### src/rtl/dbg_unlock_pkg.sv
package dbg_unlock_pkg;

  localparam int SEQ_LEN = 5;

  // Byte n of the unlock sequence: the autobaud character first,
  // then the key from its most significant byte down.
  function automatic logic [7:0] seq_byte(input int n,
                                          input logic [7:0] autobaud,
                                          input logic [31:0] key);
    logic [7:0] b;
    if (n == 0) begin
      b = autobaud;
    end else begin
      b = key[(4 - n) * 8 +: 8];
    end
    return b;
  endfunction

endpackage

### src/rtl/settle_timer.sv
module settle_timer #(
  parameter int SETTLE_CYCLES = 100000,
  localparam int CNT_W = $clog2(SETTLE_CYCLES + 1)
) (
  input  logic             clk,
  input  logic             por_n,
  input  logic             in_reset,
  output logic             window_open,
  output logic [CNT_W-1:0] held_cycles
);

  localparam logic [CNT_W-1:0] LIMIT = CNT_W'(SETTLE_CYCLES);

  always_ff @(posedge clk or negedge por_n) begin
    if (!por_n) begin
      held_cycles <= '0;
    end else if (!in_reset) begin
      held_cycles <= '0;
    end else if (held_cycles != LIMIT) begin
      held_cycles <= held_cycles + 1'b1;
    end
  end

  assign window_open = (held_cycles == LIMIT);

  // a released reset always closes the window at the next edge
  assert_window_closed_R2: assert property (@(posedge clk) disable iff (!por_n)
    !in_reset |=> !window_open);

endmodule

### src/rtl/key_matcher.sv
module key_matcher
  import dbg_unlock_pkg::*;
#(
  parameter logic [7:0]  AUTOBAUD = 8'h80,
  parameter logic [31:0] KEY      = 32'hEB5A70CD,
  localparam int IDX_W = $clog2(SEQ_LEN + 1)
) (
  input  logic             clk,
  input  logic             por_n,
  input  logic             clear,
  input  logic             accept_en,
  input  logic             byte_valid,
  input  logic [7:0]       byte_data,
  input  logic             baud_locked,
  output logic [IDX_W-1:0] seq_pos,
  output logic             key_ok
);

  localparam logic [IDX_W-1:0] LAST = IDX_W'(SEQ_LEN - 1);

  logic [7:0] expect_tab [SEQ_LEN];

  for (genvar g = 0; g < SEQ_LEN; g++) begin : g_tab
    assign expect_tab[g] = seq_byte(g, AUTOBAUD, KEY);
  end

  logic take;
  logic hit;

  assign take = accept_en && byte_valid && !key_ok;
  assign hit  = (byte_data == expect_tab[seq_pos]) &&
                ((seq_pos == '0) || baud_locked);

  always_ff @(posedge clk or negedge por_n) begin
    if (!por_n) begin
      seq_pos <= '0;
      key_ok  <= 1'b0;
    end else if (clear) begin
      seq_pos <= '0;
      key_ok  <= 1'b0;
    end else if (take) begin
      if (!hit) begin
        seq_pos <= '0;
      end else if (seq_pos == LAST) begin
        seq_pos <= '0;
        key_ok  <= 1'b1;
      end else begin
        seq_pos <= seq_pos + 1'b1;
      end
    end
  end

  // strobes outside the accept window leave the position alone
  assert_ignore_outside_R2: assert property (@(posedge clk) disable iff (!por_n)
    (byte_valid && !accept_en && !clear) |=> $stable(seq_pos));

  // a completed unlock survives until the next clear
  assert_key_sticky_R7: assert property (@(posedge clk) disable iff (!por_n)
    (key_ok && !clear) |=> key_ok);

  // position never runs past the last sequence byte
  assert_pos_bounded_R4: assert property (@(posedge clk) disable iff (!por_n)
    seq_pos <= LAST);

endmodule

### src/rtl/role_latch.sv
module role_latch (
  input  logic clk,
  input  logic por_n,
  input  logic rst_pin_n,
  input  logic key_ok,
  output logic rst_rise,
  output logic rst_fall,
  output logic debug_pin_en
);

  logic rst_q;

  always_ff @(posedge clk or negedge por_n) begin
    if (!por_n) begin
      rst_q <= 1'b1;
    end else begin
      rst_q <= rst_pin_n;
    end
  end

  assign rst_rise = rst_pin_n && !rst_q;
  assign rst_fall = !rst_pin_n && rst_q;

  always_ff @(posedge clk or negedge por_n) begin
    if (!por_n) begin
      debug_pin_en <= 1'b0;
    end else if (rst_fall) begin
      debug_pin_en <= 1'b0;
    end else if (rst_rise) begin
      debug_pin_en <= key_ok;
    end
  end

  // role only moves at a reset edge
  assert_role_held_R8: assert property (@(posedge clk) disable iff (!por_n)
    (!rst_rise && !rst_fall) |=> $stable(debug_pin_en));

  // reset assertion returns the pin to GPIO
  assert_fall_clears_R8: assert property (@(posedge clk) disable iff (!por_n)
    rst_fall |=> !debug_pin_en);

endmodule

### src/rtl/dbg_pin_unlock.sv
module dbg_pin_unlock
  import dbg_unlock_pkg::*;
#(
  parameter int          SETTLE_CYCLES = 100000,
  parameter logic [7:0]  AUTOBAUD      = 8'h80,
  parameter logic [31:0] KEY           = 32'hEB5A70CD
) (
  input  logic       clk,
  input  logic       por_n,
  input  logic       rst_pin_n,
  input  logic       rx_valid,
  input  logic [7:0] rx_byte,
  input  logic       baud_locked,
  output logic       debug_pin_en,
  output logic       gpio_sel
);

  localparam int CNT_W = $clog2(SETTLE_CYCLES + 1);
  localparam int IDX_W = $clog2(SEQ_LEN + 1);

  logic             in_reset;
  logic             window_open;
  logic [CNT_W-1:0] held_cycles;
  logic             accept_en;
  logic [IDX_W-1:0] seq_pos;
  logic             key_ok;
  logic             rst_rise;
  logic             rst_fall;

  assign in_reset  = !rst_pin_n;
  assign accept_en = window_open && in_reset;

  settle_timer #(.SETTLE_CYCLES(SETTLE_CYCLES)) u_timer (
    .clk         (clk),
    .por_n       (por_n),
    .in_reset    (in_reset),
    .window_open (window_open),
    .held_cycles (held_cycles)
  );

  key_matcher #(.AUTOBAUD(AUTOBAUD), .KEY(KEY)) u_match (
    .clk         (clk),
    .por_n       (por_n),
    .clear       (rst_fall),
    .accept_en   (accept_en),
    .byte_valid  (rx_valid),
    .byte_data   (rx_byte),
    .baud_locked (baud_locked),
    .seq_pos     (seq_pos),
    .key_ok      (key_ok)
  );

  role_latch u_role (
    .clk          (clk),
    .por_n        (por_n),
    .rst_pin_n    (rst_pin_n),
    .key_ok       (key_ok),
    .rst_rise     (rst_rise),
    .rst_fall     (rst_fall),
    .debug_pin_en (debug_pin_en)
  );

  assign gpio_sel = !debug_pin_en;

  // exactly one role is selected at any time
  assert_one_role_R9: assert property (@(posedge clk) disable iff (!por_n)
    $onehot({debug_pin_en, gpio_sel}));

  // an unlock is only granted at a reset release with a complete key
  assert_grant_needs_key_R3: assert property (@(posedge clk) disable iff (!por_n)
    $rose(debug_pin_en) |-> $past(key_ok) && $past(rst_rise));

endmodule

### config.mk
export PLATFORM = sky130hd
export DESIGN_NAME = dbg_pin_unlock
export DESIGN_NICKNAME = d
export VERILOG_FILES = /design/src/rtl/dbg_unlock_pkg.sv /design/src/rtl/settle_timer.sv /design/src/rtl/key_matcher.sv /design/src/rtl/role_latch.sv /design/src/rtl/dbg_pin_unlock.sv
export SDC_FILE = /design/constraint.sdc
export NUM_CORES = 1
export LEC_CHECK = 0
export CAP_MARGIN = 20
export CORE_MARGIN = 5
export CORE_UTILIZATION = 40
export DETAILED_ROUTE_END_ITERATION = 7
export HOLD_SLACK_MARGIN = 0.05
export PLACE_DENSITY = 0.58
export SYNTH_ARGS = -nofsm -noshare
export SYNTH_HDL_FRONTEND = slang
export SYNTH_SLANG_ARGS = --single-unit
### constraint.sdc
create_clock -name clk -period 3.1 [get_ports clk]
set_clock_uncertainty 0.05 [all_clocks]
set_input_delay 0.775 -clock clk [delete_from_list [all_inputs] [get_ports clk]]
set_output_delay 0.775 -clock clk [all_outputs]
set_load 0.01 [all_outputs]
* After elaboration in Yosys (flattened, before gate mapping)
Memories as Yosys holds them, arrays and structs flattened.
Cells that the tools add are included.
** Operators by class
- $add $sub $neg :: 2
- $mul :: 0
- Div/mod/pow operators :: 0
- Magnitude comparators :: 1
- Equal/unequal tests :: 4
- Shifts and indexed selects :: 0
- Muxes and demuxes :: 14
- Bitwise operators :: 1
- Reductions and logical operators :: 18
** Operators by type and width (number)
- 17-bit 2-to-1 mux :: 2
- 17-bit by 1-bit adder with 17-bit output, second input constant :: 1
- 17-bit == test, second input constant :: 1
- 17-bit != test, second input constant :: 1
- 8-bit 2-to-1 mux :: 2
- 3-bit 2-to-1 mux :: 4
- 2-bit nonzero test :: 5
- 8-bit == test :: 1
- 1-bit logical AND :: 6
- 1-bit 2-to-1 mux :: 6
- 4-bit >= comparator, second input constant :: 1
- 1-bit zero test :: 4
- 3-bit inverter with 4-bit output :: 1
- 3-bit by 1-bit adder with 3-bit output, second input constant :: 1
- 3-bit == test, second input constant :: 1
- 3-bit zero test :: 1
- 3-bit AND reduction :: 1
- 1-bit logical OR :: 1
** Word-level totals
- Flip-flop bits (word level) :: 23
- Bits in latches :: 0
- RAM bits :: 0
- ROM bits :: 64
- Bits of input ports :: 13
- Output and inout bits :: 2
- Logic and storage cells :: 46
- Memories :: 1
** Memory list
- (name not given) :: depth 8, bits a word 8, rd ports 1, clocked after Yosys merged registers in 0, wr ports 0, RTL line key_matcher.sv:31 : assign hit = (byte_data == expect_tab[seq_pos]) &&

* Longest topological paths before layout
Gate-level depths: netlist of run 1.
- Depth after elaboration :: 9
- Mapped depth :: 7

* By module
A second synthesis of run 1 with hierarchy kept.
** Second synthesis, totals
- Cells, all modules :: 158
- Area, all modules :: 1506.4 um^2
** By module, submodules not included
- settle_timer :: instances 1, cells each 101, area an instance 1023.5 um^2
- key_matcher :: instances 1, cells each 45, area an instance 366.6 um^2
- role_latch :: instances 1, cells each 9, area an instance 102.6 um^2
- dbg_pin_unlock :: instances 1, cells each 3, area an instance 13.8 um^2

* Worst setup path before layout of run 1
No wires, ideal clock.
- Kind :: input port to flip-flop
- Start point :: input port rst_pin_n
- End point :: register u_match.seq_pos[2]
- Arrival time :: 2475 ps
- Data required time :: 2949 ps
- Setup slack :: 475 ps
- Stages :: 7
- Cells stage by stage :: buf_4 inv_1 ha_1 or4_1 a221oi_2 or4b_1 o311ai_2
** Between the ends
- Cells in the longest elaborated chain, start to end :: 5
** Ends and longest elaborated chain
- start: declaration :: RTL line dbg_pin_unlock.sv:10 : input logic rst_pin_n,
- 1-bit zero test * :: RTL line role_latch.sv:22, dbg_pin_unlock.sv:30
- 1-bit logical AND :: RTL line dbg_pin_unlock.sv:31 : assign accept_en = window_open && in_reset;
- 1-bit logical AND (2 in a row) :: RTL line key_matcher.sv:30 : assign take = accept_en && byte_valid && !key_ok;
- 2-bit nonzero test (no source line)
- end signal: assignment :: RTL line key_matcher.sv:48 : seq_pos <= seq_pos + 1'b1;
- end: declaration :: RTL line key_matcher.sv:15 : output logic [IDX_W-1:0] seq_pos,
Mark *: on every way between the ends. The rest lies on a longest branch, timed or not.
A chain may end at the register's enable or synchronous reset.

* Final worst setup path of run 1
Ends and elaborated chain as after synthesis.

==> results of run 1 <==
==> metrics by stage <==
stage	instance area (um^2)	std cells	util (%)	hold WS, ns
after global routing	1653	220	48.76	0.5545
after detailed placement	1627	216	47.99	0.4578
after global placement	1627	216	47.99	0.4498
after CTS	1653	220	48.76	0.4933
final	1653	220	48.76	0.4814
after floorplan	1423	156	-	0.4157
==> layout make-up <==
class | instances | area [um^2] | area share [%]
Multi-Input combinational cell | 120 | 792.0 | 47.92
Sequential cell | 23 | 576.8 | 34.90
Timing Repair Buffer | 17 | 162.7 | 9.841
Tap cell | 46 | 57.56 | 3.482
Inverter | 10 | 37.54 | 2.271
Clock buffer | 4 | 26.28 | 1.590
==> state kept, by name (all words and copies together), names as in the netlist <==
register and cells:
u_role.debug_pin_en 1, u_match.seq_pos 3, u_role.rst_q 1, u_timer.held_cycles 17
u_match.key_ok 1
==> cell usage in the layout, fill, tap and decap left out, types with 3 or more instances in the layout <==
master / n
nor2_1: 19
a21oi_1: 5
buf_4: 3
xnor2_1: 8
nand4_1: 3
or4b_1: 3
nor2b_1: 6
clkbuf_4: 3
ha_1: 6
nand2_1: 11
clkdlybuf4s50_1: 14
dfrtp_1: 22
nor3_1: 7
xor2_1: 7
inv_1: 10
nand2b_1: 4
o21ai_1: 3
nand3_1: 12
o21ai_0: 5
==> worst paths after layout <==
check	startpoint	end	depth (start not counted)
max	rst_pin_n	u_match.seq_pos[2]	7
min	u_role.debug_pin_en	u_role.debug_pin_en	2
max reg2reg	u_match.seq_pos[1]	u_match.seq_pos[2]	7
min reg2reg	u_role.debug_pin_en	u_role.debug_pin_en	2
max in group asynchronous	por_n	u_role.rst_q	2
min in group asynchronous	por_n	u_timer.held_cycles[12]	2
==> cell families after synthesis <==
family	count (synthesis)	share of synthesized area, %
XOR/XNOR	15	9.235
AND/OR/NAND/NOR	79	31.40
adder cells (fa/ha/maj)	6	5.277
AO/OA/AOI/OAI	20	9.762
buffers and inverters	13	3.782
flip-flops	23	40.55
==> per-layer routing <==
metal | track usage, % | up-vias | share of wire, %
met3 | 2.899 | 4 | 5.3
met5 | 0 | - | 0
li1 | - | 578 | -
met1 | 18.50 | 536 | 52
met4 | 2.553 | 0 | 0.92
met2 | 20.13 | 21 | 41
==> worst max-delay path, stage by stage <==
cell and delay, ns:
clkdlybuf4s50_1 0.47, inv_1 0.06, ha_1 0.21, or4_1 0.52, a221oi_2 0.29, or4b_1 0.52
o311ai_2 0.10
==> power by group <==
group	total, W	leakage (nW)	internal, W	switching (W)
combinational	0.0000548	0.330	0.0000281	0.0000267
sequential	0.000309	0.315	0.000304	0.00000486
clock	0.000138	0.0150	0.0000501	0.0000875
==> results.md, run 1 <==
- Outcome: finished, final reports clean
- Post-Syn Area: 0.001423 mm^2
- Required time of the critical path: between 3 and 4 ns
- Yosys top cell area share: roughly two fifths
- Most frequent cell after synthesis: dfrtp_1
- Fmax: between 300 and 400 MHz
- Mapped Nets: 175
- # fillers: 328
- DR pass1 iterations: 4
- Slew @ Worst Pin: 0.4018 ns
- DP HPWL: 2.216 mm
- Vias: 1,139
- Layout area overhead: 16.18%
- Min-delay worst type: register to register
- Worst-path clk slew: 0.13 ns
- Worst-skew pair later-pin latency: approximately 0.30 ns
- Post-CTS Resized: 0
- RSZ-0062 raised after global routing: false
- DRT antenna net count: 0
- Async SR Flop Fraction: 100.0%
- Largest net degree at the start of global routing: 24
- Max clock buf depth: 2
- Most frequent cells after synthesis: dfrtp_1, nor2_1, nand3_1
- Initial Util: between 40% and 50%
- Vias in the first global route: 1,191
- R2R setup slack: 0.47 ns
- CTS H-tree depth: 1
- Total CTS buffers: 3
- Ant diodes: 0
- Post-route setup TNS: 0 ns
- DIE HEIGHT: 69.64 um
- CP Capture Type: register
- EDFF count, synth: 0
- Period utilization: 89.57%
- Setup repair bufs after CTS: 0
- Ranking of synthesized cells by area: dfrtp_1, ha_1, nor2_1
- Root Driver: clkbuf_4
- Final hold vios: 0
- Total gr overflow: 0
- CTS tree: done
- Leak: between 0.6 and 0.7 nW
- Final wirelength: between 2 and 3 mm
- #FFs+latches synth: 23
- Hold-fix buffers at CTS: 0
- Total Routing Usage GR: 12.97%
- Std cell rows: 21
- First-pass GRT wire length: 5.416 mm
- Most used DFF post-synth: dfrtp_1
- Crit path DAT: 2.94 ns
- Layout cells sized above 1: 7.471%
- Mapped Avg Cell Area: 9.119 um^2
- Nets: 194
- Clk sinks: 23
- Post-synth top area cell: dfrtp_1
- Worst setup margin: around 0.32 ns
- Worst slack, placed: 0.003106 ns
- Total power: 0.0005014 W
- DRC Markers: 0
- Vias per cell: 5.177
- Highest fanout seen on the critical path: 3
- Placer Congestion: 0.9151
- Crit path kind: input port to register
- Yosys Warn Count: 0
- Initial DRC Count: 58
- Pwr Density: roughly 300 mW/mm^2
- IO Pins: 15
- IO Port Bufs: 14
- Crit path launch type: input port
- Sequential fraction of the synthesis area: 40.55%
- Routed len/inst: 13.40 um
- Max IR drop VDD: 0.1731 mV
- Yosys cell types: 41
- Antenna violations before repair: 0
- Rel. slew slack: between 70% and 80%
- Core area: roughly 0.0034 mm^2
- Die area: 0.004849 mm^2
- Max-cap violations: 0
- Setup violations, final: 0
- Pins Over Slew Limit: 0
- Post-layout min period: 2.777 ns
- Die width: 69.64 um
- Syn Inst Count: 156
(Power assumes the default switching activity.)
==> run 2: changes to the inputs <==
--- a/config.mk
+++ b/config.mk
@@ -7,10 +7,10 @@
 export LEC_CHECK = 0
 export CAP_MARGIN = 20
 export CORE_MARGIN = 5
-export CORE_UTILIZATION = 40
+export CORE_UTILIZATION = 44
 export DETAILED_ROUTE_END_ITERATION = 7
 export HOLD_SLACK_MARGIN = 0.05
-export PLACE_DENSITY = 0.58
+export PLACE_DENSITY = 0.63
 export SYNTH_ARGS = -nofsm -noshare
 export SYNTH_HDL_FRONTEND = slang
 export SYNTH_SLANG_ARGS = --single-unit
==> constraint.sdc (replaced) <==
create_clock -name clk -period 3.5 [get_ports clk]
set_clock_uncertainty 0.05 [all_clocks]
set_input_delay 0.875 -clock clk [delete_from_list [all_inputs] [get_ports clk]]
set_output_delay 0.875 -clock clk [all_outputs]
set_load 0.01 [all_outputs]
==> results.md, run 2 (synthesis gave the netlist of run 1 again) <==
- Vias: 1,121 (-1.6%)
- Largest reg by FF count: u_timer.held_cycles
- Highest fanout seen on the critical path: 4 (+1)
- Routed len/inst: 12.35 um (-7.8%)
- Pwr Density: 271.9 mW/mm^2 (-10%)
- CTS H-tree depth: 1 (unchanged)
- Die width: 66.86 um (-4.0%)
- Largest register FFs: 17 (unchanged)
- Worst-skew pair later-pin latency: 0.32 ns (+0.02 ns)
- CP Capture Type: register
- Min-delay worst type: register to register
- Most frequent cells in the layout: dfrtp_1, nor2_1, clkdlybuf4s50_1
- Root Driver: clkbuf_4
- Std cell rows: 20 (-4.8%)
- DRC Markers: 0 (unchanged)
- Outcome: finished, final reports clean
- Post-layout min period: roughly 2.9 ns
- Fmax: 349.8 MHz
- DP HPWL: 2.017 mm (-9.0%)
- Critical-path cell list: clkdlybuf4s50_1, inv_1, ha_1, or4_1, a221oi_2, or4b_1, o311ai_2
- Rel. slew slack: 70.21% (-2.8 points)
- DRT antenna net count: 0 (unchanged)
- Post-CTS Resized: 0 (unchanged)
- Hold-fix buffers at CTS: 0 (unchanged)
- CTS tree: done
- Core area: 0.003078 mm^2 (-9.2%)
- Initial Util: 46.22% (+4.2 points)
- Die area: 0.004470 mm^2 (-7.8%)
- Worst-path clk slew: 0.12 ns (about the same)
- Slew @ Worst Pin: 0.4435 ns (+0.04165 ns)
- First-pass GRT wire length: 4.685 mm (-13%)
- Period utilization: 81.68%
- Ant diodes: 0 (unchanged)
- Layout area overhead: 15.48%
- Hold slack: 0.4666 ns (-0.01477 ns)
- Total CTS buffers: 3 (unchanged)
- RSZ-0062 raised after global routing: false
- Total gr overflow: 0 (unchanged)
- Antenna violations before repair: 0 (unchanged)
- Slowest-stage cell, CP: or4_1
- Leak: 0.6551 nW (-0.78%)
- DR pass1 iterations: 4 (unchanged)
- Post-route setup TNS: 0 ns (unchanged)
- Max clock buf depth: 2 (unchanged)
- Final hold vios: 0 (unchanged)
- IO Pins: 15 (unchanged)
- Max-cap violations: 0 (unchanged)
- Initial DRC Count: 93 (+60%)
- IO Port Bufs: 14 (unchanged)
- Placer Congestion: 0.7965 (-13%)
- Largest net degree at the start of global routing: 24 (unchanged)
- Total power: 0.0004467 W (-11%)
- DIE HEIGHT: 66.86 um (-4.0%)
- Crit path DAT: 3.04 ns (+0.10 ns)
- Final wirelength: 2.679 mm (-9.1%)
- Total Routing Usage GR: 13.73% (+0.77 points)
- Max IR drop VDD: 0.2004 mV (+16%)
- Pins Over Slew Limit: 0 (unchanged)
- CP peak stage delay: 0.52 ns (about the same)
- # fillers: 298 (-9.1%)
- Vias in the first global route: 1,093 (-8.2%)
- Vias per cell: 5.166 (-0.22%)
- Layout cells sized above 1: 6.936% (-0.53 points)
- Clk sinks: 23 (unchanged)
- Largest regs: u_timer.held_cycles x17, u_match.seq_pos x3
- Most common cell after layout, fill and taps aside: dfrtp_1
- Setup repair bufs after CTS: 0 (unchanged)
- Setup violations, final: 0 (unchanged)
- Crit path launch type: input port
- Crit path kind: input port to register
- Required time of the critical path: 3.68 ns (+0.42 ns)
- Nets: 193 (-0.52%)
-- run 2: per-stage QoR --
step / instance area, um^2 / setup WS (ns) / std cells / util [%]
finish: 1643 / 0.6411 / 217 / 53.37
global placement: 1617 / 0.3648 / 213 / 52.52
CTS: 1643 / 0.6361 / 217 / 53.37
detailed placement: 1617 / 0.3097 / 213 / 52.52
floorplan: 1423 / 0.7747 / 156 / -
global route: 1643 / 0.5392 / 217 / 53.37
-- run 2: where the power goes --
part           leakage, nW  internal, W  switching [W]
clock network       0.0150    0.0000446      0.0000813
logic                0.325    0.0000243      0.0000227
registers            0.315     0.000269     0.00000440
total                0.655     0.000338       0.000108
-- run 2: per-layer routing --
layer / routed length, um / track usage (%) / vias to the layer above / part of all wire [%]
met1: 1339 / 18.00 / 529 / 50
met4: 29 / 3.797 / 0 / 1.1
met3: 135 / 4.384 / 4 / 5.0
met5: 0 / 0 / - / 0
met2: 1174 / 21.66 / 13 / 44
li1: - / - / 575 / -
-- run 2: path summary, 6_finish.rpt --
kind                                      from                     end  slack [ns]  depth (start not counted)
max                                  rst_pin_n      u_match.seq_pos[2]        0.64                          7
min                        u_role.debug_pin_en     u_role.debug_pin_en        0.47                          2
max reg2reg                 u_match.seq_pos[0]      u_match.seq_pos[2]        0.95                          7
min reg2reg                u_role.debug_pin_en     u_role.debug_pin_en        0.47                          2
max in group asynchronous                por_n            u_role.rst_q        2.28                          2
min in group asynchronous                por_n  u_timer.held_cycles[3]        0.84                          2
-- run 2: worst max-delay path, delay by kind of cell --
family | cells | cell delay [ns]
and+or+nand+nor | 2 | 1.01
AOI/OAI and AO/OA | 2 | 0.38
buffers and inverters | 2 | 0.54
adders and majority gates | 1 | 0.23
-- run 2: area by class of cell --
type	count	area, um^2	area share [%]
repair buffers	16	155.1	9.444
well taps	44	55.05	3.351
inverters	10	37.54	2.285
clock buffers	4	26.28	1.599
multi-input cells	120	792.0	48.21
flip-flops and latches	23	576.8	35.11
==> run 3: changes to the inputs <==
--- a/config.mk
+++ b/config.mk
@@ -10,7 +10,7 @@
 export CORE_UTILIZATION = 44
 export DETAILED_ROUTE_END_ITERATION = 7
 export HOLD_SLACK_MARGIN = 0.05
-export PLACE_DENSITY = 0.63
+export PLACE_DENSITY = 0.65
 export SYNTH_ARGS = -nofsm -noshare
 export SYNTH_HDL_FRONTEND = slang
 export SYNTH_SLANG_ARGS = --single-unit
==> constraint.sdc (replaced) <==
create_clock -name clk -period 2.3 [get_ports clk]
set_clock_uncertainty 0.05 [all_clocks]
set_input_delay 0.575 -clock clk [delete_from_list [all_inputs] [get_ports clk]]
set_output_delay 0.575 -clock clk [all_outputs]
set_load 0.01 [all_outputs]
==> results.md, run 3 (synthesis gave the netlist of run 1 again) <==
- Post-layout min period: 2.318 ns
- Ant diodes: 0 (unchanged)
- Fin area: 0.001748 mm^2 (+6.4%)
- Worst setup margin: -0.01770 ns (-0.6588 ns)
- Max-cap violations: 0 (unchanged)
- Clk sinks: 23 (unchanged)
- Setup violations, final: 1 (+1)
- Placer Congestion: 0.8245 (+3.5%)
- Vias in the first global route: 1,235 (+13%)
- Fmax: 431.5 MHz
- Routed len/inst: 13.21 um (+7.0%)
- Antenna violations before repair: 0 (unchanged)
- Hold-fix buffers at CTS: 0 (unchanged)
- Layout cells sized above 1: 14.92% (+8.0 points)
- Final Core Density: 56.79% (+3.4 points)
- Die width: 66.86 um (unchanged)
- Worst-path clk slew: 0.12 ns (about the same)
- Die area: 0.004470 mm^2 (unchanged)
- First-pass GRT wire length: 5.285 mm (+13%)
- Vias: 1,204 (+7.4%)
- CP Capture Type: register
- DRC Markers: 0 (unchanged)
- Rel. slew slack: 73.84% (+3.6 points)
- Violated checks: setup timing
- Vias per cell: 5.351 (+3.6%)
- Total gr overflow: 0 (unchanged)
- Nets: 201 (+4.1%)
- Final wirelength: 2.972 mm (+11%)
- DRT antenna net count: 0 (unchanged)
- Area after DPL: 0.001693 mm^2 (+4.7%)
- Total power: 0.0006874 W (+54%)
- DIE HEIGHT: 66.86 um (unchanged)
- CTS H-tree depth: 1 (unchanged)
- Initial DRC Count: 39 (-58%)
- Crit path DAT: 2.49 ns (-0.55 ns)
- Max IR drop VDD: 0.3579 mV (+79%)
- Std cell rows: 20 (unchanged)
- Leak: 0.7139 nW (+9.0%)
- RSZ-0062 raised after global routing: true
- Max clock buf depth: 2 (unchanged)
- DR pass1 iterations: 4 (unchanged)
- Period utilization: 100.8%
- Largest reg by FF count: u_timer.held_cycles
- Most frequent cells in the layout: dfrtp_1, nor2_1, clkdlybuf4s50_1
- IO Pins: 15 (unchanged)
- Most common cell after layout, fill and taps aside: dfrtp_1
- Final hold vios: 0 (unchanged)
- DP HPWL: 2.335 mm (+16%)
- Root Driver: clkbuf_4
- Min-delay worst type: register to register
- Crit path kind: input port to register
- Slew @ Worst Pin: 0.3894 ns (-0.05413 ns)
- IO Port Bufs: 14 (unchanged)
- Worst-skew pair later-pin latency: 0.31 ns (about the same)
- Highest fanout seen on the critical path: 3 (-1)
- Crit path launch type: input port
- Outcome: finished, violations left
- Layout area overhead: 22.87%
- Largest regs: u_timer.held_cycles x17, u_match.seq_pos x3
- Initial Util: 46.22% (unchanged)
- CTS tree: done
- Largest net degree at the start of global routing: 24 (unchanged)
- Total CTS buffers: 3 (unchanged)
- Core area: 0.003078 mm^2 (unchanged)
- Largest register FFs: 17 (unchanged)
- Total Routing Usage GR: 15.41% (+1.7 points)
- Required time of the critical path: 2.47 ns (-1.21 ns)
- Pins Over Slew Limit: 0 (unchanged)
- Pwr Density: 393.3 mW/mm^2 (+45%)
## run 3: cell types whose count changed in the layout (fill, tap and decap cells not counted), sizes merged
cell | previous run | this run
buf | 2 | 10
clkdlybuf4s50 | 14 | 13
dlygate4sd2 | 0 | 1
## run 3: per-stage QoR
stage                     cells  hold slack (ns)  setup TNS [ns]  setup slack (ns)
after floorplan             156           0.2294               0           0.02594
after global placement      219           0.4413          -1.232           -0.4447
after detailed placement    219           0.4580          -1.479           -0.5148
after CTS                   223           0.4911               0           0.01086
after global routing        225           0.5106        -0.08856          -0.07879
final                       225           0.4897        -0.01770          -0.01770
## run 3: metal layers
layer / wire (um) / up-vias / GRT usage [%]
met5: 0 / - / 0
li1: - / 596 / -
met1: 1311 / 592 / 18.76
met2: 1543 / 11 / 27.10
met4: 42 / 0 / 5.063
met3: 74 / 5 / 2.867
## run 3: worst paths after layout
kind | from | endpoint | slack, ns | depth (start not counted)
setup / recovery | baud_locked | u_match.seq_pos[2] | -0.02 | 6
min in group asynchronous | por_n | u_timer.held_cycles[6] | 0.54 | 2
hold reg to reg | u_role.debug_pin_en | u_role.debug_pin_en | 0.49 | 2
hold / removal | u_role.debug_pin_en | u_role.debug_pin_en | 0.49 | 2
max in group asynchronous | por_n | u_role.rst_q | 1.37 | 2
setup reg to reg | u_match.seq_pos[1] | u_match.seq_pos[2] | 0.01 | 7
## run 3: final cells by class
type | count | area [um^2]
fill | 291 | 1330
multi-input combinational | 120 | 835.8
sequential | 23 | 576.8
timing repair buffer | 24 | 214.0
tap | 44 | 55.05
inverter | 10 | 40.04
clock buffer | 4 | 26.28
## run 3: repair_timing
| action | in CTS | in global routing |
|---|---|---|
| buffers inserted | 0 | 2 |
| setup endpoints to repair | 2 | 2 |
| pin swaps | 1 | 1 |
| cloned | 0 | 0 |
| resized for setup | 4 | 1 |
## run 3: critical path, stage by stage
cell	delay (ns)
clkdlybuf4s50_1	0.48
nor2_1	0.05
or4_4	0.53
a221oi_4	0.28
or4b_4	0.49
o311ai_2	0.09
## run 3: power breakdown
group	internal [W]	leakage, nW	switching, W
Combinational	0.0000413	0.384	0.0000382
Clock	0.0000679	0.0150	0.000122
Sequential	0.000410	0.315	0.00000772
